--- src/rtl/mcboot_pkg.sv ---
package mcboot_pkg;

  typedef enum logic [1:0] {
    ST_IDLE,
    ST_HDR,
    ST_TAKE,
    ST_SKIP
  } rx_state_e;

  typedef enum logic [2:0] {
    HV_DROP,
    HV_END,
    HV_BADLEN,
    HV_BADSEQ,
    HV_DATA
  } hdr_verdict_e;

endpackage

--- src/rtl/mcboot_hdr_judge.sv ---
module mcboot_hdr_judge
  import mcboot_pkg::*;
#(
  parameter int ID_W      = 16,
  parameter int LEN_W     = 8,
  parameter int VERSION   = 1,
  parameter int SOCK_WORD = 4,
  parameter int GROUP     = 3
) (
  input  logic [ID_W-1:0]  id_hi,
  input  logic [ID_W-1:0]  id_lo,
  input  logic [ID_W-1:0]  socket,
  input  logic [LEN_W-1:0] words,
  input  logic             have_seq,
  input  logic [ID_W-1:0]  exp_seq,
  output hdr_verdict_e     verdict
);

  localparam logic [ID_W-1:0]  VER_VAL  = ID_W'(VERSION);
  localparam logic [ID_W-1:0]  SOCK_VAL = ID_W'(SOCK_WORD);
  localparam logic [LEN_W-1:0] GRP_VAL  = LEN_W'(GROUP);

  logic [LEN_W-1:0] leftover;
  assign leftover = words % GRP_VAL;

  always_comb begin
    if (socket != SOCK_VAL || id_hi != VER_VAL)
      verdict = HV_DROP;
    else if (words == '0)
      verdict = HV_END;
    else if (leftover != '0)
      verdict = HV_BADLEN;
    else if (have_seq && id_lo != exp_seq)
      verdict = HV_BADSEQ;
    else
      verdict = HV_DATA;
  end

endmodule

--- src/rtl/mcboot_wr_track.sv ---
module mcboot_wr_track #(
  parameter int ADDR_W = 12,
  parameter int LEN_W  = 8
) (
  input  logic              clk,
  input  logic              rst_n,
  input  logic              load_base,
  input  logic [ADDR_W-1:0] base,
  input  logic              load_len,
  input  logic [LEN_W-1:0]  len,
  input  logic              step,
  output logic [ADDR_W-1:0] addr,
  output logic              final_beat
);

  logic [LEN_W-1:0] remain;

  always_ff @(posedge clk) begin
    if (!rst_n) begin
      addr   <= '0;
      remain <= '0;
    end else begin
      if (load_base)
        addr <= base;
      else if (step)
        addr <= addr + 1'b1;
      if (load_len)
        remain <= len;
      else if (step)
        remain <= remain - 1'b1;
    end
  end

  assign final_beat = (remain == LEN_W'(1));

  a_r5_addr_advances: assert property (@(posedge clk) disable iff (!rst_n)
    (step && !load_base) |=> (addr == $past(addr) + 1'b1));

  a_r9_no_step_past_end: assert property (@(posedge clk) disable iff (!rst_n)
    (step && !load_len) |-> (remain != '0));

endmodule

--- src/rtl/mcboot_rx.sv ---
module mcboot_rx
  import mcboot_pkg::*;
#(
  parameter int ADDR_W    = 12,
  parameter int DATA_W    = 16,
  parameter int ID_W      = 16,
  parameter int LEN_W     = 8,
  parameter int VERSION   = 1,
  parameter int SOCK_WORD = 4,
  parameter int GROUP     = 3
) (
  input  logic              clk,
  input  logic              rst_n,
  input  logic              start,
  input  logic [ADDR_W-1:0] base_addr,
  input  logic              hdr_valid,
  output logic              hdr_ready,
  input  logic [ID_W-1:0]   hdr_id_hi,
  input  logic [ID_W-1:0]   hdr_id_lo,
  input  logic [ID_W-1:0]   hdr_socket,
  input  logic [LEN_W-1:0]  hdr_words,
  input  logic              pl_valid,
  output logic              pl_ready,
  input  logic [DATA_W-1:0] pl_data,
  input  logic              pl_last,
  output logic              mem_we,
  output logic [ADDR_W-1:0] mem_addr,
  output logic [DATA_W-1:0] mem_data,
  output logic              done,
  output logic              err
);

  rx_state_e    state;
  hdr_verdict_e verdict;
  logic         first_pend;
  logic         have_seq;
  logic [ID_W-1:0] exp_seq;
  logic         hdr_fire, pl_fire, final_beat, beat_ok, take_hdr;

  assign hdr_ready = (state == ST_IDLE) || (state == ST_HDR);
  assign pl_ready  = (state == ST_IDLE) || (state == ST_TAKE) || (state == ST_SKIP);
  assign hdr_fire  = hdr_valid && hdr_ready;
  assign pl_fire   = pl_valid && pl_ready;

  mcboot_hdr_judge #(
    .ID_W(ID_W), .LEN_W(LEN_W), .VERSION(VERSION),
    .SOCK_WORD(SOCK_WORD), .GROUP(GROUP)
  ) u_judge (
    .id_hi    (hdr_id_hi),
    .id_lo    (hdr_id_lo),
    .socket   (hdr_socket),
    .words    (hdr_words),
    .have_seq (have_seq),
    .exp_seq  (exp_seq),
    .verdict  (verdict)
  );

  assign beat_ok  = (state == ST_TAKE) && pl_fire && (pl_last == final_beat) && !start;
  assign take_hdr = (state == ST_HDR) && hdr_fire && !first_pend &&
                    (verdict == HV_DATA) && !start;

  mcboot_wr_track #(.ADDR_W(ADDR_W), .LEN_W(LEN_W)) u_track (
    .clk        (clk),
    .rst_n      (rst_n),
    .load_base  (start),
    .base       (base_addr),
    .load_len   (take_hdr),
    .len        (hdr_words),
    .step       (beat_ok),
    .addr       (mem_addr),
    .final_beat (final_beat)
  );

  assign mem_we   = beat_ok;
  assign mem_data = pl_data;

  always_ff @(posedge clk) begin
    if (!rst_n) begin
      state      <= ST_IDLE;
      first_pend <= 1'b0;
      have_seq   <= 1'b0;
      exp_seq    <= '0;
      done       <= 1'b0;
      err        <= 1'b0;
    end else if (start) begin
      state      <= ST_HDR;
      first_pend <= 1'b1;
      have_seq   <= 1'b0;
      done       <= 1'b0;
      err        <= 1'b0;
    end else begin
      unique case (state)
        ST_HDR: if (hdr_fire) begin
          if (first_pend) begin
            first_pend <= 1'b0;
            state      <= (hdr_words != '0) ? ST_SKIP : ST_HDR;
          end else begin
            unique case (verdict)
              HV_DROP: state <= (hdr_words != '0) ? ST_SKIP : ST_HDR;
              HV_END: begin
                done  <= 1'b1;
                state <= ST_IDLE;
              end
              HV_BADLEN, HV_BADSEQ: begin
                err   <= 1'b1;
                state <= ST_IDLE;
              end
              default: begin
                exp_seq  <= hdr_id_lo + 1'b1;
                have_seq <= 1'b1;
                state    <= ST_TAKE;
              end
            endcase
          end
        end
        ST_TAKE: if (pl_fire) begin
          if (pl_last != final_beat) begin
            err   <= 1'b1;
            state <= ST_IDLE;
          end else if (pl_last) begin
            state <= ST_HDR;
          end
        end
        ST_SKIP: if (pl_fire && pl_last) state <= ST_HDR;
        default: state <= ST_IDLE;
      endcase
    end
  end

  a_r6_quiet_after_done: assert property (@(posedge clk) disable iff (!rst_n)
    done |-> !mem_we);

  a_r10_flags_exclusive: assert property (@(posedge clk) disable iff (!rst_n)
    !(done && err));

  a_r7_err_holds: assert property (@(posedge clk) disable iff (!rst_n)
    (err && !start) |=> err);

  a_r11_write_not_in_header: assert property (@(posedge clk) disable iff (!rst_n)
    mem_we |-> (pl_valid && !hdr_ready));

  a_r2_dummy_never_written: assert property (@(posedge clk) disable iff (!rst_n)
    first_pend |-> !mem_we);

endmodule

--- config.mk ---
export PLATFORM = sky130hd
export DESIGN_NAME = mcboot_rx
export DESIGN_NICKNAME = d
export VERILOG_FILES = /design/src/rtl/mcboot_pkg.sv /design/src/rtl/mcboot_hdr_judge.sv /design/src/rtl/mcboot_wr_track.sv /design/src/rtl/mcboot_rx.sv
export SDC_FILE = /design/constraint.sdc
export NUM_CORES = 1
export LEC_CHECK = 0
export ABC_AREA = 0
export BUFFER_PORTS_ARGS = -buffer_cell sky130_fd_sc_hd__clkbuf_2
export CAP_MARGIN = 20
export CORE_UTILIZATION = 25
export DETAILED_ROUTE_END_ITERATION = 7
export HOLD_SLACK_MARGIN = 0.06
export PLACE_DENSITY_LB_ADDON = 0.08
export SLEW_MARGIN = 10
export SYNTH_ARGS = -nofsm -noshare
export SYNTH_HDL_FRONTEND = slang
export SYNTH_HIERARCHICAL = 1
export SYNTH_SLANG_ARGS = --single-unit
--- constraint.sdc ---
create_clock -name clk -period 5.95 [get_ports clk]
set_clock_uncertainty 0.1 [all_clocks]
set_input_delay 0.595 -clock clk [delete_from_list [all_inputs] [get_ports clk]]
set_output_delay 0.595 -clock clk [all_outputs]
set_load 0.01 [all_outputs]
## Yosys cells after proc, flatten, opt, wreduce, memory -nomap -nowiden

Cells that the tools add are included.

| storage, ports and cells | value |
|---|---|
| output and inout bits | 33 |
| word-level logic and storage cells | 106 |
| register bits after elaboration | 42 |
| input port bits | 90 |

| operators by class | value |
|---|---|
| multiplexer cells | 27 |
| add/subtract/negate cells | 3 |
| eq/ne operators | 24 |
| reductions and logical operators | 38 |
| div/mod/pow operators | 1 |
| bitwise gates (word level) | 4 |

Operators by type and width:

| kind | number |
|---|---|
| two-way mux 12 bit | 2 |
| adder 16 x 1 -> 16 bit (second input constant) | 1 |
| two-way mux 8 bit | 2 |
| inequality test 16 x 1 -> 1 bit (second input constant) | 1 |
| inequality test 16 bit | 1 |
| inequality test 16 x 3 -> 1 bit (second input constant) | 1 |
| AND reduction 4 bit | 4 |
| nonzero test 8 bit | 2 |
| two-way mux 2 bit | 7 |
| adder 12 x 1 -> 12 bit (second input constant) | 1 |
| two-way mux 3 bit | 4 |
| logical AND 1 bit | 11 |
| nonzero test 2 bit | 5 |
| two-way mux 1 bit | 9 |
| == test 8 x 1 -> 1 bit (second input constant) | 1 |
| logical NOT 8 bit | 1 |
| modulo 8 x 2 -> 8 bit (second input constant) | 1 |
| subtractor 8 x 1 -> 8 bit (second input constant) | 1 |
| == test 3 x 2 -> 1 bit (second input constant) | 2 |
| inequality test 2 x 1 -> 1 bit (second input constant) | 3 |
| inequality test 2 bit (second input constant) | 3 |
| inequality test 3 x 2 -> 1 bit (second input constant) | 2 |
| inequality test 3 bit (second input constant) | 2 |
| one-hot mux 2 bit (3 select lines) | 1 |
| 20 further kinds | 29 |

## Depth between registers and ports, before layout

| depth | value |
|---|---|
| word-level depth | 13 |
| gate-level depth with buffers | 24 |
| mapped depth without buffers | 21 |

## Hierarchy

The synthesis kept the hierarchy.

By module, submodules not included:

| module | cells each | seq. area each (µm²) | instances | area an instance (µm²) |
|---|---|---|---|---|
| mcboot_rx | 146 | 440.4 | 1 | 1272.5 |
| mcboot_wr_track | 130 | 400.4 | 1 | 1081.0 |
| mcboot_hdr_judge | 108 | 0.0 | 1 | 793.3 |

## Worst setup path before layout

OpenSTA, ideal clock, no wires.

| path | value |
|---|---|
| path type | input port to flip-flop |
| from | input hdr_words[3] |
| to | register u_track.remain[4] |
| data required time | 5.713 ns |
| setup time | 0.137 ns |
| setup slack | 1.108 ns |
| buffers on the path | 3 |
| cell stages on the path | 22 |
| arrival time | 4.605 ns |
| cell sequence | buf_4 and3b_1 nor3_1 a31oi_1 a211oi_4 inv_1 ha_1 nor3_2 or2_2 nand2_1 ha_1 or4_1 a21oi_1 and4b_1 nand2b_1 nor3_4 buf_4 and2_1 inv_1 clkbuf_1 o21ai_0 a31oi_1 |

| on the way | value |
|---|---|
| cells in the longest elaborated chain, start to end | 9 |
| elaborated cells on any way between the ends | 11 |
| those cells by class | div: 1; eq/ne: 1; mux: 4; reduce/logical: 5 |

Ends and longest elaborated chain:

| item | RTL line | RTL |
|---|---|---|
| start: declaration | mcboot_rx.sv:21 | `input logic [LEN_W-1:0] hdr_words,` |
| modulo 8 x 2 -> 8 bit | mcboot_hdr_judge.sv:24 | `assign leftover = words % GRP_VAL;` |
| nonzero test 8 bit | mcboot_hdr_judge.sv:31 | `else if (leftover != '0)` |
| two-way mux 3 bit | mcboot_hdr_judge.sv:31 |  |
| two-way mux 3 bit * | mcboot_hdr_judge.sv:29 | `else if (words == '0)` |
| two-way mux 3 bit * | mcboot_hdr_judge.sv:27 | `if (socket != SOCK_VAL \|\| id_hi != VER_VAL)` |
| via verdict[2] | mcboot_rx.sv:34 | `hdr_verdict_e verdict;` |
| == test 3 bit * | mcboot_rx.sv:60 | `(verdict == HV_DATA) && !start;` |
| logical AND 1 bit * | mcboot_rx.sv:59 | `assign take_hdr = (state == ST_HDR) && hdr_fire && !first_pend &&` |
| logical AND 1 bit * | mcboot_rx.sv:60 |  |
| via take_hdr | mcboot_rx.sv:38 | `logic hdr_fire, pl_fire, final_beat, beat_ok, take_hdr;` |
| two-way mux 8 bit or nonzero test 2 bit (tied branches) | n/a |  |
| end signal: assignment | mcboot_wr_track.sv:28 | `remain <= len;` |
| end signal: assignment | mcboot_wr_track.sv:30 | `remain <= remain - 1'b1;` |
| end: declaration | mcboot_wr_track.sv:16 | `logic [LEN_W-1:0] remain;` |

Mark *: on every way through the listed nets, which the timed path passes. The rest lies on a longest branch.
A chain may end at the register's enable or synchronous reset.

## Worst setup path in the final report

Same ends and word-level chain as after synthesis.

==> impl_metrics.ini <==
[worst_setup_path]
start_kind = input port
path_class = input port to register
slowest_delay_ps = 500
reg2reg_to = u_track/remain[3]$_SDFFE_PN0P_
startpoint = hdr_words[3]
critPathMaxFanout = 15
cp_slowest_cell = or4_1
cp_cell_sequence = clkbuf_2, and4b_1, a22oi_2, a22oi_1, a211oi_4, inv_1, ha_1, nor3_2, or2_2, nand2_1, ha_1, or4_1, a21oi_1, and4b_1, nand2b_1, nor3_4, and2_1, inv_1, o21ai_0, a31oi_1
path_delay_family = simple AND/OR/NAND/NOR gates
cp-end-kind = register
crit_buf_inv = 3
crit_cells = 20
crit_required_ps = 6000
crit_arrival_ps = 4930
critPathCapture = u_track/remain[4]$_SDFFE_PN0P_
ff2ff_setup_slack_ps = 2530
r2r-start = u_track/remain[2]$_SDFFE_PN0P_
reg2regPathDepth = 8

[yosys]
synth.ff_latch_count = 42
synth_cells = 384
synthTopCellsByCount = dfxtp_1 (42), a21oi_1 (35), o21ai_0 (31), xnor2_1 (31), nor2_1 (25)
async_flop_share_pct = 0
syn-num-nets = 480
yosysMostFrequentCell = dfxtp_1
yosysWarnings = 6
synth_top_area_cell = dfxtp_1
avgSynthCellArea_um2 = 8.19
synth_area_leaders = dfxtp_1 (27%), xnor2_1 (8.6%), a21oi_1 (5.6%)
synth_cell_types = 66
synth_edf_count = 0
yosysSeqAreaShare_pct = 26.7
synth.top_cell.area_share_pct = 26.7
synth_ff_type = dfxtp_1
synthesis.area_um2 = 3150

[power_and_ir_drop]
p_switching_uw = 202
peakVddDrop_v = 0.0000953
power.density_nw_per_um2 = 191
power_uw = 717
clockPowerShare_pct = 39.4
p_sw_share_pct = 28.2
power.internal_uw = 515
pwr-share-comb_pct = 19.2
p_seq_share_pct = 41.4
p_leak_uw = 0.00148

[detailed_routing]
dr_total_vias = 2974
wl_met3_um = 319
routed-wl-met2_um = 3930
drt-initial-drc-count = 143
ant_nets = 0
wl_per_cell_um = 13.8
top_layer = met4
drc = 0
wl_um = 8600
wl_met1_um = 4250
routed_via_density = 4.79
drtPass1Iterations = 4

[grt]
grt_pass1_vias = 2858
grt_max_degree = 33
antenna_found_initial = 0
grt_pass1_wl_um = 14200
grt_overflow_total = 0
track_usage_pct = 13.8

[floorplan]
io_pins = 123
chipWidth_um = 114
core_area_um2 = 12200
rows = 40
die_y_um = 114
start_util_pct = 25.9
dieArea_um2 = 13000

[timing]
hold_viol_final = 0
rsz0062_at_grt = false
maxSlewHeadroom_pct = 41.9
timing.final.crit_period_ps = 4870
drv_slew = 0
setup_tns_ps = 0
hold_slack_ps = 367
worst_pin_slew_ps = 860
finalCritPeriodShare_pct = 81.9
setup_viol = 0
fmax_mhz = 205

[job]
drv_cap = 0

[clock_tree]
cts_num_sinks = 42
numCtsBuffers = 5
cts_setup_buffers = 0
ctsResizeCount = 0
tritoncts = built
root_buffer = clkbuf_16
cts_hold_buf = 0
h-tree-depth = 2
clock_latency_ps = 290
clk_transition_reported_paths_ps = 60
clk_path_buf_depth = 2

[cells_and_area]
nNetsFinal = 548
nFillCells = 1372
antenna_cells = 0
finalCoreUtilization_pct = 30.9
drive_gt1_share_pct = 26.3
area_delta_synth_final_pct = 19.5
final_cell_count_no_fill = 621

[place]
hpwlAfterDp_um = 6560
gp_congestion = 0.759
place_inst = 613
portBuffers = 90

[outcome]
status = complete, no violations

[min_path]
hp-class = register to register
power by group through the flow:
stage | clock network [uW] | registers (uW) | logic (uW)
5_1_grt | 303 | 298 | 154
2_1_floorplan | 0 | 303 | 90.9
4_1_cts | 293 | 297 | 139
3_5_place_dp | 0 | 304 | 138
3_3_place_gp | 0 | 304 | 139
6_report | 283 | 297 | 137
flip-flops by register name, indices dropped and copies added (netlist names):
register	count
exp_seq	16
err	1
done	1
u_track/addr	12
state	2
u_track/remain	8
first_pend	1
have_seq	1
worst min-delay path, stage by stage, from the launching register on:
cell and delay, ps:
dfxtp_1 330, a31oi_1 40, nor2_1 70
per-layer routing:
metal	up-vias	GRT usage, %
met3	8	2.49
met5	-	0
met2	73	22.5
li1	1527	-
met1	1366	18.4
met4	0	4.24
through the flow:
stage / instance area [um^2] / setup slack, ps
2_1_floorplan: 3150 / 1110
3_3_place_gp: 3610 / 932
3_5_place_dp: 3610 / 817
4_1_cts: 3760 / 1110
5_1_grt: 3760 / 611
6_report: 3760 / 1080
cells by family (layout without fill, tap and decap cells):
group	after synthesis	after routing	share of synthesized area [%]
fa+ha+maj	6	6	2.39
mux	6	6	1.91
buf+inv	44	113	8.39
flops	42	42	26.7
compound gates	102	102	20.5
simple gates	134	134	26.2
xor+xnor	50	50	13.9
cell usage in the layout (no fill, tap or decap), types with 7 or more instances in the layout:
cell      Yosys  routed
nor3_1        7       7
nand2_1      21      21
xor2_1       19      19
nand4_1      17      17
a21oi_1      35      35
clkbuf_2      0      90
inv_1        12      12
nor2_1       25      25
xnor2_1      31      31
o21ai_0      31      31
dfxtp_1      42      42
nor4_1        9       8
nand3_1       9       9
layout make-up:
type	count	area [um^2]	area share, %
Inverter	13	48.8	1.30
Clock inverter	1	5.00	0.133
Tap cell	168	210	5.59
Timing Repair Buffer	92	465	12.4
Clock buffer	7	143	3.79
Multi-Input combinational cell	298	2050	54.5
Sequential cell	42	841	22.4
worst min-delay path by stage:
stage	start	slack (ps)	to	depth (start not counted)
floorplan	have_seq$_SDFFE_PP0P_	340	have_seq$_SDFFE_PP0P_	2
global placement	done$_SDFFE_PP0P_	360	done$_SDFFE_PP0P_	2
detailed placement	done$_SDFFE_PP0P_	360	done$_SDFFE_PP0P_	2
CTS	done$_SDFFE_PP0P_	380	done$_SDFFE_PP0P_	2
global route	done$_SDFFE_PP0P_	400	done$_SDFFE_PP0P_	2
finish	done$_SDFFE_PP0P_	370	done$_SDFFE_PP0P_	2
No activity file was read; power rests on OpenSTA's default activity.
